File: config.mk
export PLATFORM = sky130hd
export DESIGN_NAME = uart_rx_status
export DESIGN_NICKNAME = d
export VERILOG_FILES = /design/src/rtl/uart_rx_pkg.sv /design/src/rtl/urx_sampler.sv /design/src/rtl/urx_framer.sv /design/src/rtl/urx_regs.sv /design/src/rtl/uart_rx_status.sv
export SDC_FILE = /design/constraint.sdc
export NUM_CORES = 1
export LEC_CHECK = 0
export ABC_AREA = 1
export BUFFER_PORTS_ARGS = -buffer_cell sky130_fd_sc_hd__buf_2
export CAP_MARGIN = 20
export CELL_PAD_IN_SITES_DETAIL_PLACEMENT = 1
export CELL_PAD_IN_SITES_GLOBAL_PLACEMENT = 2
export CORE_MARGIN = 3
export CORE_UTILIZATION = 36
export DETAILED_ROUTE_END_ITERATION = 8
export GPL_ROUTABILITY_DRIVEN = 0
export PLACE_DENSITY_LB_ADDON = 0.1
export SYNTH_ARGS = -nofsm -noshare
export SYNTH_HDL_FRONTEND = slang
export SYNTH_SLANG_ARGS = --single-unit
export TNS_END_PERCENT = 10
File: constraint.sdc
create_clock -name clk -period 2.4 [get_ports clk]
set_clock_uncertainty 0.2 [all_clocks]
set_input_delay 0.12 -clock clk [delete_from_list [all_inputs] [get_ports clk]]
set_output_delay 0.12 -clock clk [all_outputs]
set_load 0.01 [all_outputs]
File: src/rtl/uart_rx_pkg.sv
package uart_rx_pkg;

    typedef enum logic [2:0] {
        FR_IDLE,
        FR_START,
        FR_DATA,
        FR_PAR,
        FR_STOP
    } frame_state_e;

    localparam logic [1:0] REG_STAT1 = 2'd0;
    localparam logic [1:0] REG_STAT2 = 2'd1;
    localparam logic [1:0] REG_DATA  = 2'd2;

    // Packing order fixes the primary status bit positions 3..0.
    typedef struct packed {
        logic ovr;
        logic noise;
        logic frame;
        logic par;
    } err_flags_t;

endpackage

File: src/rtl/urx_sampler.sv
module urx_sampler #(
    parameter int OS_RATE = 16
) (
    input  logic clk,
    input  logic rst_n,
    input  logic os_tick,
    input  logic rx_in,
    input  logic start,
    input  logic run,
    output logic rx_s,
    output logic mid_vld,
    output logic mid_bit,
    output logic mid_noisy,
    output logic bit_end
);
    localparam int CW   = $clog2(OS_RATE);
    localparam int S1   = OS_RATE / 2;
    localparam int S0   = S1 - 1;
    localparam int S2   = S1 + 1;
    localparam int LAST = OS_RATE - 1;

    typedef struct packed {
        logic [1:0]    sync;
        logic [CW-1:0] cnt;
        logic [1:0]    smp;
    } smp_state_t;

    smp_state_t q, d;

    always_comb begin
        d         = q;
        d.sync    = {q.sync[0], rx_in};
        rx_s      = q.sync[1];
        mid_vld   = 1'b0;
        bit_end   = 1'b0;
        mid_bit   = (q.smp[0] & q.smp[1]) | (q.smp[0] & rx_s) | (q.smp[1] & rx_s);
        mid_noisy = !((q.smp[0] == q.smp[1]) && (q.smp[1] == rx_s));
        if (os_tick) begin
            if (start) begin
                d.cnt = CW'(1);
            end else if (run) begin
                d.cnt = q.cnt + CW'(1);
                if (q.cnt == CW'(S0)) d.smp[0] = rx_s;
                if (q.cnt == CW'(S1)) d.smp[1] = rx_s;
                mid_vld = (q.cnt == CW'(S2));
                bit_end = (q.cnt == CW'(LAST));
            end
        end
    end

    always_ff @(posedge clk or negedge rst_n) begin
        if (!rst_n) begin
            q.sync <= 2'b11;
            q.cnt  <= '0;
            q.smp  <= 2'b11;
        end else begin
            q <= d;
        end
    end

endmodule

File: src/rtl/urx_framer.sv
module urx_framer
    import uart_rx_pkg::*;
#(
    parameter int DATA_W = 8
) (
    input  logic              clk,
    input  logic              rst_n,
    input  logic              os_tick,
    input  logic              rx_s,
    input  logic              parity_en,
    input  logic              mid_vld,
    input  logic              mid_bit,
    input  logic              mid_noisy,
    input  logic              bit_end,
    output logic              start,
    output logic              run,
    output logic              active,
    output logic              done,
    output logic [DATA_W-1:0] rx_byte,
    output logic              err_par,
    output logic              err_frame,
    output logic              err_noise
);
    localparam int IW = $clog2(DATA_W);
    localparam logic [IW-1:0] LAST_IDX = IW'(DATA_W - 1);

    typedef struct packed {
        frame_state_e      state;
        logic [IW-1:0]     idx;
        logic [DATA_W-1:0] shreg;
        logic              noise;
        logic              par_err;
        logic              active;
    } fr_state_t;

    fr_state_t q, d;

    always_comb begin
        d         = q;
        start     = (q.state == FR_IDLE) && os_tick && !rx_s;
        run       = (q.state != FR_IDLE);
        done      = 1'b0;
        err_frame = 1'b0;
        err_noise = q.noise | ((q.state == FR_STOP) && mid_noisy);
        unique case (q.state)
            FR_IDLE: begin
                if (start) begin
                    d.state   = FR_START;
                    d.noise   = 1'b0;
                    d.par_err = 1'b0;
                end
            end
            FR_START: begin
                if (mid_vld) begin
                    if (mid_bit) begin
                        d.state = FR_IDLE;
                    end else begin
                        d.active = 1'b1;
                        d.noise  = mid_noisy;
                    end
                end else if (bit_end) begin
                    d.state = FR_DATA;
                    d.idx   = '0;
                end
            end
            FR_DATA: begin
                if (mid_vld) begin
                    d.shreg = {mid_bit, q.shreg[DATA_W-1:1]};
                    d.noise = q.noise | mid_noisy;
                end else if (bit_end) begin
                    if (q.idx == LAST_IDX) begin
                        d.state = parity_en ? FR_PAR : FR_STOP;
                    end else begin
                        d.idx = q.idx + IW'(1);
                    end
                end
            end
            FR_PAR: begin
                if (mid_vld) begin
                    d.par_err = mid_bit ^ (^q.shreg);
                    d.noise   = q.noise | mid_noisy;
                end else if (bit_end) begin
                    d.state = FR_STOP;
                end
            end
            FR_STOP: begin
                if (mid_vld) begin
                    done      = 1'b1;
                    err_frame = !mid_bit;
                    d.active  = 1'b0;
                    d.state   = FR_IDLE;
                end
            end
            default: d.state = FR_IDLE;
        endcase
        active  = q.active;
        rx_byte = q.shreg;
        err_par = q.par_err;
    end

    always_ff @(posedge clk or negedge rst_n) begin
        if (!rst_n) begin
            q.state   <= FR_IDLE;
            q.idx     <= '0;
            q.shreg   <= '0;
            q.noise   <= 1'b0;
            q.par_err <= 1'b0;
            q.active  <= 1'b0;
        end else begin
            q <= d;
        end
    end

endmodule

File: src/rtl/urx_regs.sv
module urx_regs
    import uart_rx_pkg::*;
#(
    parameter int DATA_W = 8
) (
    input  logic              clk,
    input  logic              rst_n,
    input  logic              done,
    input  logic [DATA_W-1:0] rx_byte,
    input  logic              err_par,
    input  logic              err_frame,
    input  logic              err_noise,
    input  logic              rd_en,
    input  logic [1:0]        rd_addr,
    output logic [DATA_W-1:0] stat1,
    output logic [DATA_W-1:0] data_out
);
    localparam int RDY = DATA_W - 1;

    typedef struct packed {
        logic [DATA_W-1:0] data;
        logic              full;
        err_flags_t        flags;
        logic              arm;
        err_flags_t        mask;
    } rg_state_t;

    rg_state_t  q, d;
    logic       st_rd, dt_rd, room;
    err_flags_t set_v, clr_v;

    always_comb begin
        d     = q;
        st_rd = rd_en && (rd_addr == REG_STAT1);
        dt_rd = rd_en && (rd_addr == REG_DATA);
        room  = !q.full || dt_rd;
        set_v = '0;
        clr_v = '0;

        if (done) begin
            if (room) begin
                d.data      = rx_byte;
                set_v.par   = err_par;
                set_v.frame = err_frame;
                set_v.noise = err_noise;
            end else begin
                set_v.ovr = 1'b1;
            end
        end

        if (dt_rd && q.arm && (set_v == '0)) clr_v = q.mask;
        d.flags = (q.flags & ~clr_v) | set_v;

        if (dt_rd)        d.full = 1'b0;
        if (done && room) d.full = 1'b1;

        if (dt_rd) d.arm = 1'b0;
        if (st_rd) begin
            d.arm  = 1'b1;
            d.mask = q.flags;
        end
        if (set_v != '0) d.arm = 1'b0;

        stat1      = '0;
        stat1[RDY] = q.full;
        stat1[3:0] = q.flags;
        data_out   = q.data;
    end

    always_ff @(posedge clk or negedge rst_n) begin
        if (!rst_n) begin
            q <= '0;
        end else begin
            q <= d;
        end
    end

endmodule

File: src/rtl/uart_rx_status.sv
module uart_rx_status
    import uart_rx_pkg::*;
#(
    parameter int DATA_W  = 8,
    parameter int OS_RATE = 16
) (
    input  logic              clk,
    input  logic              rst_n,
    input  logic              os_tick,
    input  logic              rx_in,
    input  logic              parity_en,
    input  logic              rd_en,
    input  logic [1:0]        rd_addr,
    output logic [DATA_W-1:0] rd_data
);
    logic              rx_s, start_w, run_w;
    logic              mid_vld, mid_bit, mid_noisy, bit_end;
    logic              active_w, frame_done;
    logic [DATA_W-1:0] byte_w, stat1_w, data_w;
    logic              e_par, e_frame, e_noise;

    urx_sampler #(.OS_RATE(OS_RATE)) u_smp (
        .clk       (clk),
        .rst_n     (rst_n),
        .os_tick   (os_tick),
        .rx_in     (rx_in),
        .start     (start_w),
        .run       (run_w),
        .rx_s      (rx_s),
        .mid_vld   (mid_vld),
        .mid_bit   (mid_bit),
        .mid_noisy (mid_noisy),
        .bit_end   (bit_end)
    );

    urx_framer #(.DATA_W(DATA_W)) u_frm (
        .clk       (clk),
        .rst_n     (rst_n),
        .os_tick   (os_tick),
        .rx_s      (rx_s),
        .parity_en (parity_en),
        .mid_vld   (mid_vld),
        .mid_bit   (mid_bit),
        .mid_noisy (mid_noisy),
        .bit_end   (bit_end),
        .start     (start_w),
        .run       (run_w),
        .active    (active_w),
        .done      (frame_done),
        .rx_byte   (byte_w),
        .err_par   (e_par),
        .err_frame (e_frame),
        .err_noise (e_noise)
    );

    urx_regs #(.DATA_W(DATA_W)) u_reg (
        .clk       (clk),
        .rst_n     (rst_n),
        .done      (frame_done),
        .rx_byte   (byte_w),
        .err_par   (e_par),
        .err_frame (e_frame),
        .err_noise (e_noise),
        .rd_en     (rd_en),
        .rd_addr   (rd_addr),
        .stat1     (stat1_w),
        .data_out  (data_w)
    );

    always_comb begin
        rd_data = '0;
        unique case (rd_addr)
            REG_STAT1: rd_data    = stat1_w;
            REG_STAT2: rd_data[0] = active_w;
            REG_DATA:  rd_data    = data_w;
            default:   rd_data    = '0;
        endcase
    end

endmodule

==> qor.csv, run 1 <==
stage;metric;value;unit
cts;cts_tree;yes;
logic_synthesis;async_flop_share;1.000;
pwr;power.density;903.9;mW/mm^2
logic_synthesis;yosys_warnings;0;
sta;finalCritPeriodShare;0.8649;
sta;max_freq;481.8;MHz
detailed_routing;drtIter0Drc;26;
critical_path;crit_arrival;2.11;ns
pwr;cellLeakagePower;1.258;nW
logic_synthesis;yosysMostFrequentCell;nand2_1;
critical_path;endpoint;u_reg.stat1[2];
logic_synthesis;yosysTopAreaCellShare;0.4246;
logic_synthesis;synth_area;0.002298;mm^2
critical_path;worstRegToRegCells;10;
detailed_routing;antenna_left;0;
sta;tightest_slew;0.5680;ns
hold_path;hold_path_depth;5;
critical_path;max_stage_delay;0.38;ns
floorplan;coreArea;0.006061;mm^2
critical_path;rrSetupSlack;0.32;ns
cts;insertion_delay;0.30;ns
floorplan;start_util;0.3792;
critical_path;crit_path_end_kind;flop;
logic_synthesis;seq_area_frac_synth;0.4703;
final_layout;fin_area;0.002620;mm^2
detailed_routing;routed_wl;5.023;mm
final_layout;final_nets;316;
floorplan;io_pins;16;
placed_design;postPlaceCellArea;0.002452;mm^2
logic_synthesis;synth_commonest_cells;nand2_1, dfrtp_1, inv_1;
logic_synthesis;synth_edf_count;0;
run_status;status;completed;
logic_synthesis;synth_seq_cells;43;
final_layout;drive_above_1_share;0.1656;
sta;maxSlewHeadroom;0.6213;
critical_path;start_kind;flop;
global_routing;antenna_found_initial;0;
pwr;intPower;0.001484;W
sta;holdWs;0.1127;ns
floorplan;die_area;0.007380;mm^2
pwr;total_power;0.002368;W
critical_path;crit_start;u_smp.q[3];
floorplan;die_h;85.91;um
critical_path;crit_type;reg2reg;
floorplan;placementRows;28;
pwr;p_seq_frac;0.415;
global_routing;overflow;0;
sta;tns;0;ns
global_routing;grt_pass1_wl;9.052;mm
logic_synthesis;synth.area.top_cells;dfrtp_1, nand2_1, inv_1;
detailed_routing;drcViolationCount;0;
logic_synthesis;ys.flop_type;dfrtp_1;
critical_path;worstPathCellList;inv_1 > ha_1 > inv_1 > nor2_4 > nand4_1 > nor2_4 > o21ai_2 > nand4_1 > nand2_1 > nand2_1;
pwr;switching_share;0.3735;
global_routing;gr-usage-all-layers;0.1542;
pwr;power.switching;0.0008846;W
cts;cts_resized;0;
cts;cts-root-buf;clkbuf_8;
critical_path;crit_fanout;12;
logic_synthesis;ys_types;34;
placed_design;dp_hpwl;3.846;mm
logic_synthesis;netlist_instances;275;
global_routing;grt_pass1_vias;1897;
critical_path;rr_endpoint;u_reg.stat1[2];
detailed_routing;wl_per_cell;13.32;um
sta;drv_slew;0;
final_layout;area_growth_syn_to_layout;13.99;%
pwr;comb_power_share;0.338;
critical_path;timing.rr.start;u_smp.q[3];
critical_path;cp.required;2.43;ns
detailed_routing;first_pass_iters;4;
sta;setup_violations;0;
placed_design;numPortBuffers;15;
sta;post-route-min-period;2.076;ns
sta;finalHoldViolations;0;
hold_path;min_path_type;in2reg;
logic_synthesis;syn-num-nets;290;
cts;post-cts-setup-buffer-count;0;
floorplan;die_x;85.91;um
detailed_routing;vias;1815;
job;max-cap-violations;0;
cts;cts.sinks;43;
sta;rsz0062_at_grt;no;
logic_synthesis;synth_top_area_cell;dfrtp_1;
pwr;worst_ir_drop_vdd;432.3;uV
critical_path;cp_slowest_cell;dfrtp_1;
cts;path_clk_slew;0.08;ns
cts;cts_max_level;2;
final_layout;diodes;0;
pwr;p_clk_frac;0.247;
cts;clk_path_buf_depth;2;
logic_synthesis;avgSynthCellArea;8.358;um^2
detailed_routing;via_per_inst;4.814;
global_routing;grt_max_degree;44;
cts;cts_buffers;5;
## placed cells by master (no fill, tap or decap), types with 6 or more instances in the layout
master    synthesis  final
inv_1            34     34
buf_2             0     15
ha_1              7      7
dfrtp_1          39     39
nand3_1          11     11
o21ai_0          22     22
nand4_1           6      6
clkbuf_8          0      6
nor2_1           13     13
nand2_1          83     83
o21ai_1          10     10
## kinds of logic after synthesis
kind of cell | Yosys count | share of synthesized area
xor+xnor | 7 | 0.02667
compound gates | 48 | 0.1198
simple gates | 130 | 0.2733
buf+inv | 40 | 0.07185
fa+ha+maj | 7 | 0.03810
flops | 43 | 0.4703
## power by group through the flow
| stage | clock network, W | registers, W | logic [W] |
|---|---|---|---|
| after floorplan | 0 | 0.000970 | 0.000621 |
| after global placement | 0 | 0.000994 | 0.000795 |
| after detailed placement | 0 | 0.000998 | 0.000813 |
| after CTS | 0.000612 | 0.000985 | 0.000823 |
| after global routing | 0.000638 | 0.00101 | 0.000946 |
| final | 0.000586 | 0.000982 | 0.000801 |
## cell type report
cell class,instances,area (um^2)
well taps,75,93.84
inverters,38,142.6
flip-flops and latches,43,1081
clock inverters,2,35.03
clock buffers,6,82.58
repair buffers,21,132.6
fillers,740,3441
multi-input cells,192,1052
## state kept, by name, summed over array words and instances (netlist names)
signal,count
u_smp.q,6
u_reg.stat1,5
u_frm.rx_byte,8
u_frm.err_par,1
u_smp.d,1
u_frm.q,7
u_frm.active,1
u_reg.data_out,8
u_smp.rx_s,1
u_reg.q,5
## through the flow
| stage | utilization | instances | setup WS (ns) |
|---|---|---|---|
| global placement | 0.4046 | 364 | 0.3572 |
| CTS | 0.4323 | 377 | 0.3034 |
| global route | 0.4323 | 377 | 0.1352 |
| finish | 0.4323 | 377 | 0.3243 |
| floorplan | - | 275 | 0.6769 |
| detailed placement | 0.4046 | 364 | 0.3187 |
## worst max-delay path: cells and delay by family (launching register included)
kind            cells  cell delay [ns]
compound gates      1             0.16
fa+ha+maj           1             0.16
buf+inv             2             0.17
flops               1             0.38
simple gates        6             0.93
## repair_timing
item	in CTS	in global routing
endpoints found under the hold margin	44	0
endpoints found under the setup margin	0	0
hold buffers	5	0
## layer usage
| metal | track usage | up-vias | wire length [um] |
|---|---|---|---|
| li1 | - | 935 | - |
| met1 | 0.2066 | 856 | 2452 |
| met2 | 0.2537 | 19 | 2375 |
| met3 | 0.02978 | 5 | 134 |
| met4 | 0.04317 | 0 | 61 |
| met5 | 0 | - | 0 |
## worst min-delay path by stage
stage                     startpoint              to  slack, ns
after floorplan                rst_n    u_frm.active      -0.38
after global placement         rx_in      u_smp.d[7]       0.03
after detailed placement       rx_in      u_smp.d[7]       0.03
after CTS                 rd_addr[0]  u_reg.stat1[7]       0.11
after global routing      rd_addr[0]  u_reg.stat1[7]       0.16
final                     rd_addr[0]  u_reg.stat1[7]       0.11
Power figures use the tool's default switching activity.
==> run 2, diff against run 1 <==
Settings changed: ABC_AREA 1 to not set, CORE_UTILIZATION 36 to 40.
==> run 2 against run 1 <==
Cell area grew 0.57%. Synthesized cell count shrank 25%. Sequential cell count is the same. Critical path depth shrank 4. Critical path type unchanged. Count of clock-buffer cells in the layout shrank 1. Largest power group unchanged.
==> qor.csv, run 2 <==
stage;metric;value;unit;change
run_status;status;completed;;
detailed_routing;first_pass_iters;4;;unchanged
sta;max_freq;428.3;MHz;-11%
cts;clk_path_buf_depth;2;;unchanged
pwr;p_seq_frac;0.419;;+0.004
cts;insertion_delay;0.31;ns;about the same
final_layout;drive_above_1_share;0.3051;;+0.1395
logic_synthesis;synth_seq_cells;43;;unchanged
logic_synthesis;avgSynthCellArea;11.13;um^2;+33%
final_layout;final_cell_mix;dfrtp_1, mux2_2, nand2_1;;
floorplan;die_h;81.72;um;-4.9%
critical_path;crit_arrival;2.33;ns;+0.22 ns
pwr;p_clk_frac;0.199;;-0.048
logic_synthesis;ys.flop_type;dfrtp_1;;
pwr;intPower;0.001493;W;+0.64%
global_routing;overflow;0;;unchanged
logic_synthesis;yosysTopAreaCellShare;0.4255;;+0.0009266
detailed_routing;drcViolationCount;0;;unchanged
placed_design;numPortBuffers;15;;unchanged
critical_path;crit_fanout;4;;-8
logic_synthesis;seq_area_frac_synth;0.4714;;+0.001026
critical_path;worstPathCellList;ha_1 > or2_1 > a2111oi_4 > o2111a_2 > nand2_1 > a22o_1;;
logic_synthesis;yosys_warnings;0;;unchanged
floorplan;start_util;0.4299;;+0.05065
hold_path;min_path_type;in2reg;;
pwr;total_power;0.002436;W;+2.9%
final_layout;fin_area;0.002635;mm^2;+0.57%
floorplan;die_area;0.006678;mm^2;-9.5%
sta;finalHoldViolations;0;;unchanged
floorplan;die_x;81.72;um;-4.9%
floorplan;coreArea;0.005335;mm^2;-12%
logic_synthesis;synth_edf_count;0;;unchanged
global_routing;grt_pass1_vias;1828;;-3.6%
critical_path;crit_type;reg2reg;;
logic_synthesis;yosysMostFrequentCell;dfrtp_1;;
job;max-cap-violations;0;;unchanged
pwr;comb_power_share;0.382;;+0.044
logic_synthesis;async_flop_share;1.000;;unchanged
cts;cts_max_level;2;;unchanged
cts;cts_buffers;5;;unchanged
pwr;switching_share;0.3871;;+0.01354
final_layout;diodes;0;;unchanged
detailed_routing;vias;1647;;-9.3%
global_routing;antenna_found_initial;0;;unchanged
sta;tightest_slew;0.6145;ns;+0.04650 ns
critical_path;cp.required;2.40;ns;-0.03 ns
placed_design;postPlaceCellArea;0.002500;mm^2;+1.9%
final_layout;final_common_cell;dfrtp_1;;
critical_path;crit_path_end_kind;flop;;
placed_design;dp_hpwl;4.102;mm;+6.7%
logic_synthesis;netlist_instances;206;;-25%
floorplan;placementRows;26;;-7.1%
logic_synthesis;synth_commonest_cells;dfrtp_1, mux2_2, nand2_1;;
final_layout;final_nets;250;;-21%
global_routing;grt_pass1_wl;9.066;mm;+0.15%
hold_path;hold_path_depth;4;;-1
critical_path;worstRegToRegCells;6;;-4
detailed_routing;antenna_left;0;;unchanged
detailed_routing;drtIter0Drc;84;;+220%
detailed_routing;routed_wl;5.357;mm;+6.6%
critical_path;cp_slowest_cell;dfstp_2;;
sta;maxSlewHeadroom;0.5903;;-0.03100
sta;setup_violations;0;;unchanged
logic_synthesis;synth.area.top_cells;dfrtp_1, mux2_2, dfstp_2;;
global_routing;grt_max_degree;29;;-34%
cts;cts-root-buf;clkbuf_8;;
logic_synthesis;synth_area;0.002293;mm^2;-0.22%
pwr;worst_ir_drop_vdd;424.5;uV;-1.8%
global_routing;gr-usage-all-layers;0.1808;;+0.02660
logic_synthesis;ys_types;45;;+32%
detailed_routing;wl_per_cell;17.51;um;+31%
pwr;power.density;924.5;mW/mm^2;+2.3%
floorplan;io_pins;16;;unchanged
pwr;cellLeakagePower;1.212;nW;-3.6%
critical_path;rrSetupSlack;0.07;ns;-0.26 ns
sta;finalCritPeriodShare;0.9728;;+0.1079
cts;cts.sinks;43;;unchanged
critical_path;max_stage_delay;0.56;ns;+0.18 ns
cts;path_clk_slew;0.08;ns;about the same
sta;drv_slew;0;;unchanged
detailed_routing;via_per_inst;5.382;;+12%
sta;post-route-min-period;2.335;ns;+0.2589 ns
critical_path;start_kind;flop;;
logic_synthesis;synth_top_area_cell;dfrtp_1;;
cts;cts_tree;yes;;
logic_synthesis;syn-num-nets;221;;-24%
final_layout;area_growth_syn_to_layout;14.89;%;
pwr;power.switching;0.0009429;W;+6.6%
[run 2: cell types whose count changed after synthesis, sizes merged, moves of 4 or more]
cell,change
nand3,-7
buf,+5
nand4,-6
inv,-32
o21ai,-21
mux2,+21
nor2,-9
nand2,-64
xnor2,+4
mux2i,+7
nand2b,+6
[run 2: layout make-up]
cell class                      instances  area [um^2]
Tap cell                               70        87.58
Clock buffer                            5        68.82
Fill cell                             606         2700
Inverter                                6        22.52
Sequential cell                        43         1081
Clock inverter                          3        23.77
Multi-Input combinational cell        149         1156
Timing Repair Buffer                   30        195.2
[run 2: routing by layer]
layer,wire [um],up-vias,part of all wire,track usage
met5,0,-,0,0
met4,60,0,0.011,0.06478
met3,160,5,0.030,0.02961
met2,2636,24,0.49,0.2964
met1,2500,828,0.47,0.2408
li1,-,790,-,-
[run 2: cell families after synthesis]
group,Yosys count,share of synthesized area
xor gates and xnor gates,8,0.03055
AOI/OAI and AO/OA,42,0.1408
muxes,28,0.1337
DFF,43,0.4714
and+or+nand+nor,64,0.1555
buffers and inverters,14,0.03000
adders and majority gates,7,0.03819
[run 2: path summary, 6_finish.rpt]
kind,startpoint,endpoint
hold reg to reg,u_smp.d[7],u_smp.rx_s
hold / removal,rd_en,u_reg.q[4]
setup reg to reg,u_smp.q[0],u_reg.stat1[0]
setup / recovery,u_smp.q[0],u_reg.stat1[0]
max in group asynchronous,rst_n,u_smp.d[7]
min in group asynchronous,rst_n,u_frm.q[15]
[run 2: power groups by stage]
stage	Sequential, W	Combinational, W	Clock, W
after floorplan	0.000966	0.000692	0
after global placement	0.00102	0.000877	0
after detailed placement	0.00103	0.000917	0
after CTS	0.00102	0.000927	0.000500
after global routing	0.00105	0.00104	0.000531
final	0.00102	0.000931	0.000486
[run 2: critical path, delay by kind of cell, from the launching register on]
family | cells | cell delay, ns
adders and majority gates | 1 | 0.23
and+or+nand+nor | 2 | 0.35
AOI/OAI and AO/OA | 3 | 0.88
DFF | 1 | 0.56
[run 2: per-stage QoR]
step / setup WS (ns) / hold WS, ns / util / TNS (ns) / instances
2_1_floorplan: 0.1493 / -0.3756 / - / 0 / 206
3_3_place_gp: 0.1128 / -0.04486 / 0.4686 / 0 / 295
3_5_place_dp: 0.04499 / -0.03283 / 0.4686 / 0 / 295
4_1_cts: 0.03247 / 0.02483 / 0.4916 / 0 / 306
5_1_grt: -0.01104 / 0.07626 / 0.4939 / -0.01104 / 306
6_report: 0.06534 / 0.01875 / 0.4939 / 0 / 306
[run 2: what timing repair did]
action / CTS / global route
setup buffers: 0 / 0
resized for setup: 0 / 1
endpoints found under the hold margin: 25 / 0
setup endpoints to repair: 0 / 1
hold buffers: 3 / 0
==> run 3, diff against run 2 <==
Settings changed: HOLD_SLACK_MARGIN set to 0.03.
Clock period 2.4 ns to 2.29 ns, I/O delays scaled along.
==> run 3 against run 2 <==
Combinational power grew 13%. Count of clock-buffer cells in the layout unchanged. Global-route usage is 0.12 points lower. Sequential cell count is the same. Setup slack got worse by 0.013 ns. Sequential share of layout area shrank 0.65 points. Cell count increased by 1.3%. Non-clock buffer count is 4 higher. Sequential power is 4% higher. Register-to-register slack is essentially flat. Utilization increased by 0.80 points. First-iteration DRC count fell by 21%.
==> qor.csv, run 3 (synthesized netlist as in run 2, its figures left out) <==
stage;metric;value;unit;change
hold_path;hold_path_depth;4;;unchanged
job;max-cap-violations;0;;unchanged
detailed_routing;wl_per_cell;17.23;um;-1.6%
final_layout;diodes;0;;unchanged
cts;cts_buffers;5;;unchanged
cts;path_clk_slew;0.09;ns;about the same
global_routing;grt_pass1_vias;1791;;-2.0%
detailed_routing;vias;1666;;+1.2%
global_routing;met1_usage;0.2556;;+0.01478
critical_path;crit_fanout;4;;unchanged
final_layout;drive_above_1_share;0.3250;;+0.01992
run_status;status;completed;;
final_layout;multi_input_area;0.001164;mm^2;+0.65%
cts;cts.sinks;43;;unchanged
critical_path;max_stage_delay;0.56;ns;about the same
final_layout;final_common_cell;dfrtp_1;;
global_routing;grtUsageMet2;0.2900;;-0.006462
critical_path;crit_arrival;2.23;ns;-0.10 ns
hold_path;min_path_type;in2reg;;
pwr;worst_ir_drop_vdd;484.4;uV;+14%
sta;tightest_slew;0.6223;ns;+0.007740 ns
placed_design;numPortBuffers;15;;unchanged
critical_path;cp_slowest_cell;dfstp_2;;
cts;cts_tree;yes;;
global_routing;antenna_found_initial;0;;unchanged
global_routing;grt_max_degree;29;;unchanged
final_layout;final_nets;254;;+1.6%
sta;maxSlewHeadroom;0.5852;;-0.005160
placed_design;dp_hpwl;4.147;mm;+1.1%
detailed_routing;antenna_left;0;;unchanged
floorplan;die_h;81.72;um;unchanged
sta;finalHoldViolations;0;;unchanged
pwr;cellLeakagePower;1.241;nW;+2.4%
sta;post-route-min-period;2.238;ns;-0.09676 ns
global_routing;use_met3;0.02961;;unchanged
critical_path;worstPathCellList;ha_1 > or2_4 > a2111oi_4 > o2111a_2 > nand2_2 > a22o_1;;
placed_design;place_inst;298;;+1.0%
global_routing;grt_pass1_wl;9.190;mm;+1.4%
detailed_routing;drcViolationCount;0;;unchanged
floorplan;io_pins;16;;unchanged
critical_path;start_kind;flop;;
final_layout;regArea;0.001081;mm^2;unchanged
sta;rsz0062_at_grt;yes;;
floorplan;die_x;81.72;um;unchanged
detailed_routing;drtIter0Drc;66;;-21%
cts;clk_path_buf_depth;2;;unchanged
cts;cts-root-buf;clkbuf_8;;
floorplan;start_util;0.4299;;unchanged
critical_path;crit_path_end_kind;flop;;
critical_path;worstRegToRegCells;6;;unchanged
cts;cts_max_level;2;;unchanged
global_routing;grt_most_used_layer;met2;;
sta;finalCritPeriodShare;0.9772;;+0.004475
floorplan;coreArea;0.005335;mm^2;unchanged
sta;setup_violations;0;;unchanged
detailed_routing;routed_wl;5.340;mm;-0.32%
floorplan;placementRows;26;;unchanged
critical_path;crit_type;reg2reg;;
global_routing;gr-usage-all-layers;0.1796;;-0.001248
final_layout;instances_no_fill;310;;+1.3%
detailed_routing;via_per_inst;5.374;;-0.15%
final_layout;fill_cells;606;;unchanged
sta;max_freq;446.8;MHz;+4.3%
final_layout;final_cell_mix;dfrtp_1, mux2_2, nand2_1;;
global_routing;overflow;0;;unchanged
cts;post-cts-setup-buffer-count;0;;unchanged
floorplan;die_area;0.006678;mm^2;unchanged
critical_path;cp.required;2.28;ns;-0.12 ns
final_layout;fin_area;0.002678;mm^2;+1.6%
detailed_routing;first_pass_iters;4;;unchanged
cts;insertion_delay;0.30;ns;about the same
final_layout;area_growth_syn_to_layout;16.75;%;
pwr;power.density;979.1;mW/mm^2;+5.9%
sta;drv_slew;0;;unchanged
placed_design;postPlaceCellArea;0.002522;mm^2;+0.90%
## run 3: cell types whose count changed in the layout (fill, tap and decap cells not counted), sizes merged
cell | before | now
inv | 7 | 8
clkinvlp | 2 | 0
buf | 27 | 30
dlygate4sd3 | 3 | 4
clkinv | 0 | 1
## run 3: critical path: cells and delay by family (launching register included)
kind	cells	cell delay [ns]
DFF	1	0.56
and+or+nand+nor	2	0.33
adders and majority gates	1	0.23
AOI/OAI and AO/OA	3	0.82
## run 3: power by group
part	internal, W	switching (W)
Clock	0.000225	0.000288
Combinational	0.000470	0.000578
Sequential	0.000912	0.000149
Total	0.00161	0.00101
## run 3: cell type report
cell class / instances / share of cell area
flip-flops and latches: 43 / 0.4037
clock inverters: 3 / 0.009813
multi-input cells: 149 / 0.4346
well taps: 70 / 0.03271
inverters: 6 / 0.008411
repair buffers: 34 / 0.08505
clock buffers: 5 / 0.02570
## run 3: worst paths after layout
path / startpoint / end / slack [ns]
max in group asynchronous: rst_n / u_smp.d[7] / 1.07
min in group asynchronous: rst_n / u_frm.q[15] / 0.17
hold / removal: os_tick / u_smp.q[2] / 0.08
setup / recovery: u_smp.q[1] / u_reg.stat1[0] / 0.05
hold reg to reg: u_smp.d[7] / u_smp.rx_s / 0.16
setup reg to reg: u_smp.q[1] / u_reg.stat1[0] / 0.05
## run 3: timing repair
item,CTS,global route
hold endpoints to repair,30,0
setup endpoints to repair,3,9
hold buffers,4,0
resized for setup,2,2
pin swaps,2,1
## run 3: per-layer routing
layer | wire, um | up-vias | part of all wire
li1 | - | 794 | -
met1 | 2570 | 845 | 0.48
met2 | 2610 | 23 | 0.49
met3 | 120 | 4 | 0.022
met4 | 38 | 0 | 0.0071
met5 | 0 | - | 0
## run 3: per-stage QoR
stage / hold WS [ns] / TNS, ns / setup WS, ns / utilization / total power [W]
5_1_grt: 0.1213 / -0.2276 / -0.03448 / 0.5019 / 0.002820
3_3_place_gp: -0.04639 / 0 / 0.01035 / 0.4728 / 0.002013
6_report: 0.08242 / 0 / 0.05210 / 0.5019 / 0.002622
2_1_floorplan: -0.3811 / 0 / 0.03933 / - / 0.001737
4_1_cts: 0.07464 / 0 / 0.01646 / 0.5009 / 0.002642
3_5_place_dp: -0.03390 / -0.06945 / -0.05780 / 0.4728 / 0.002085
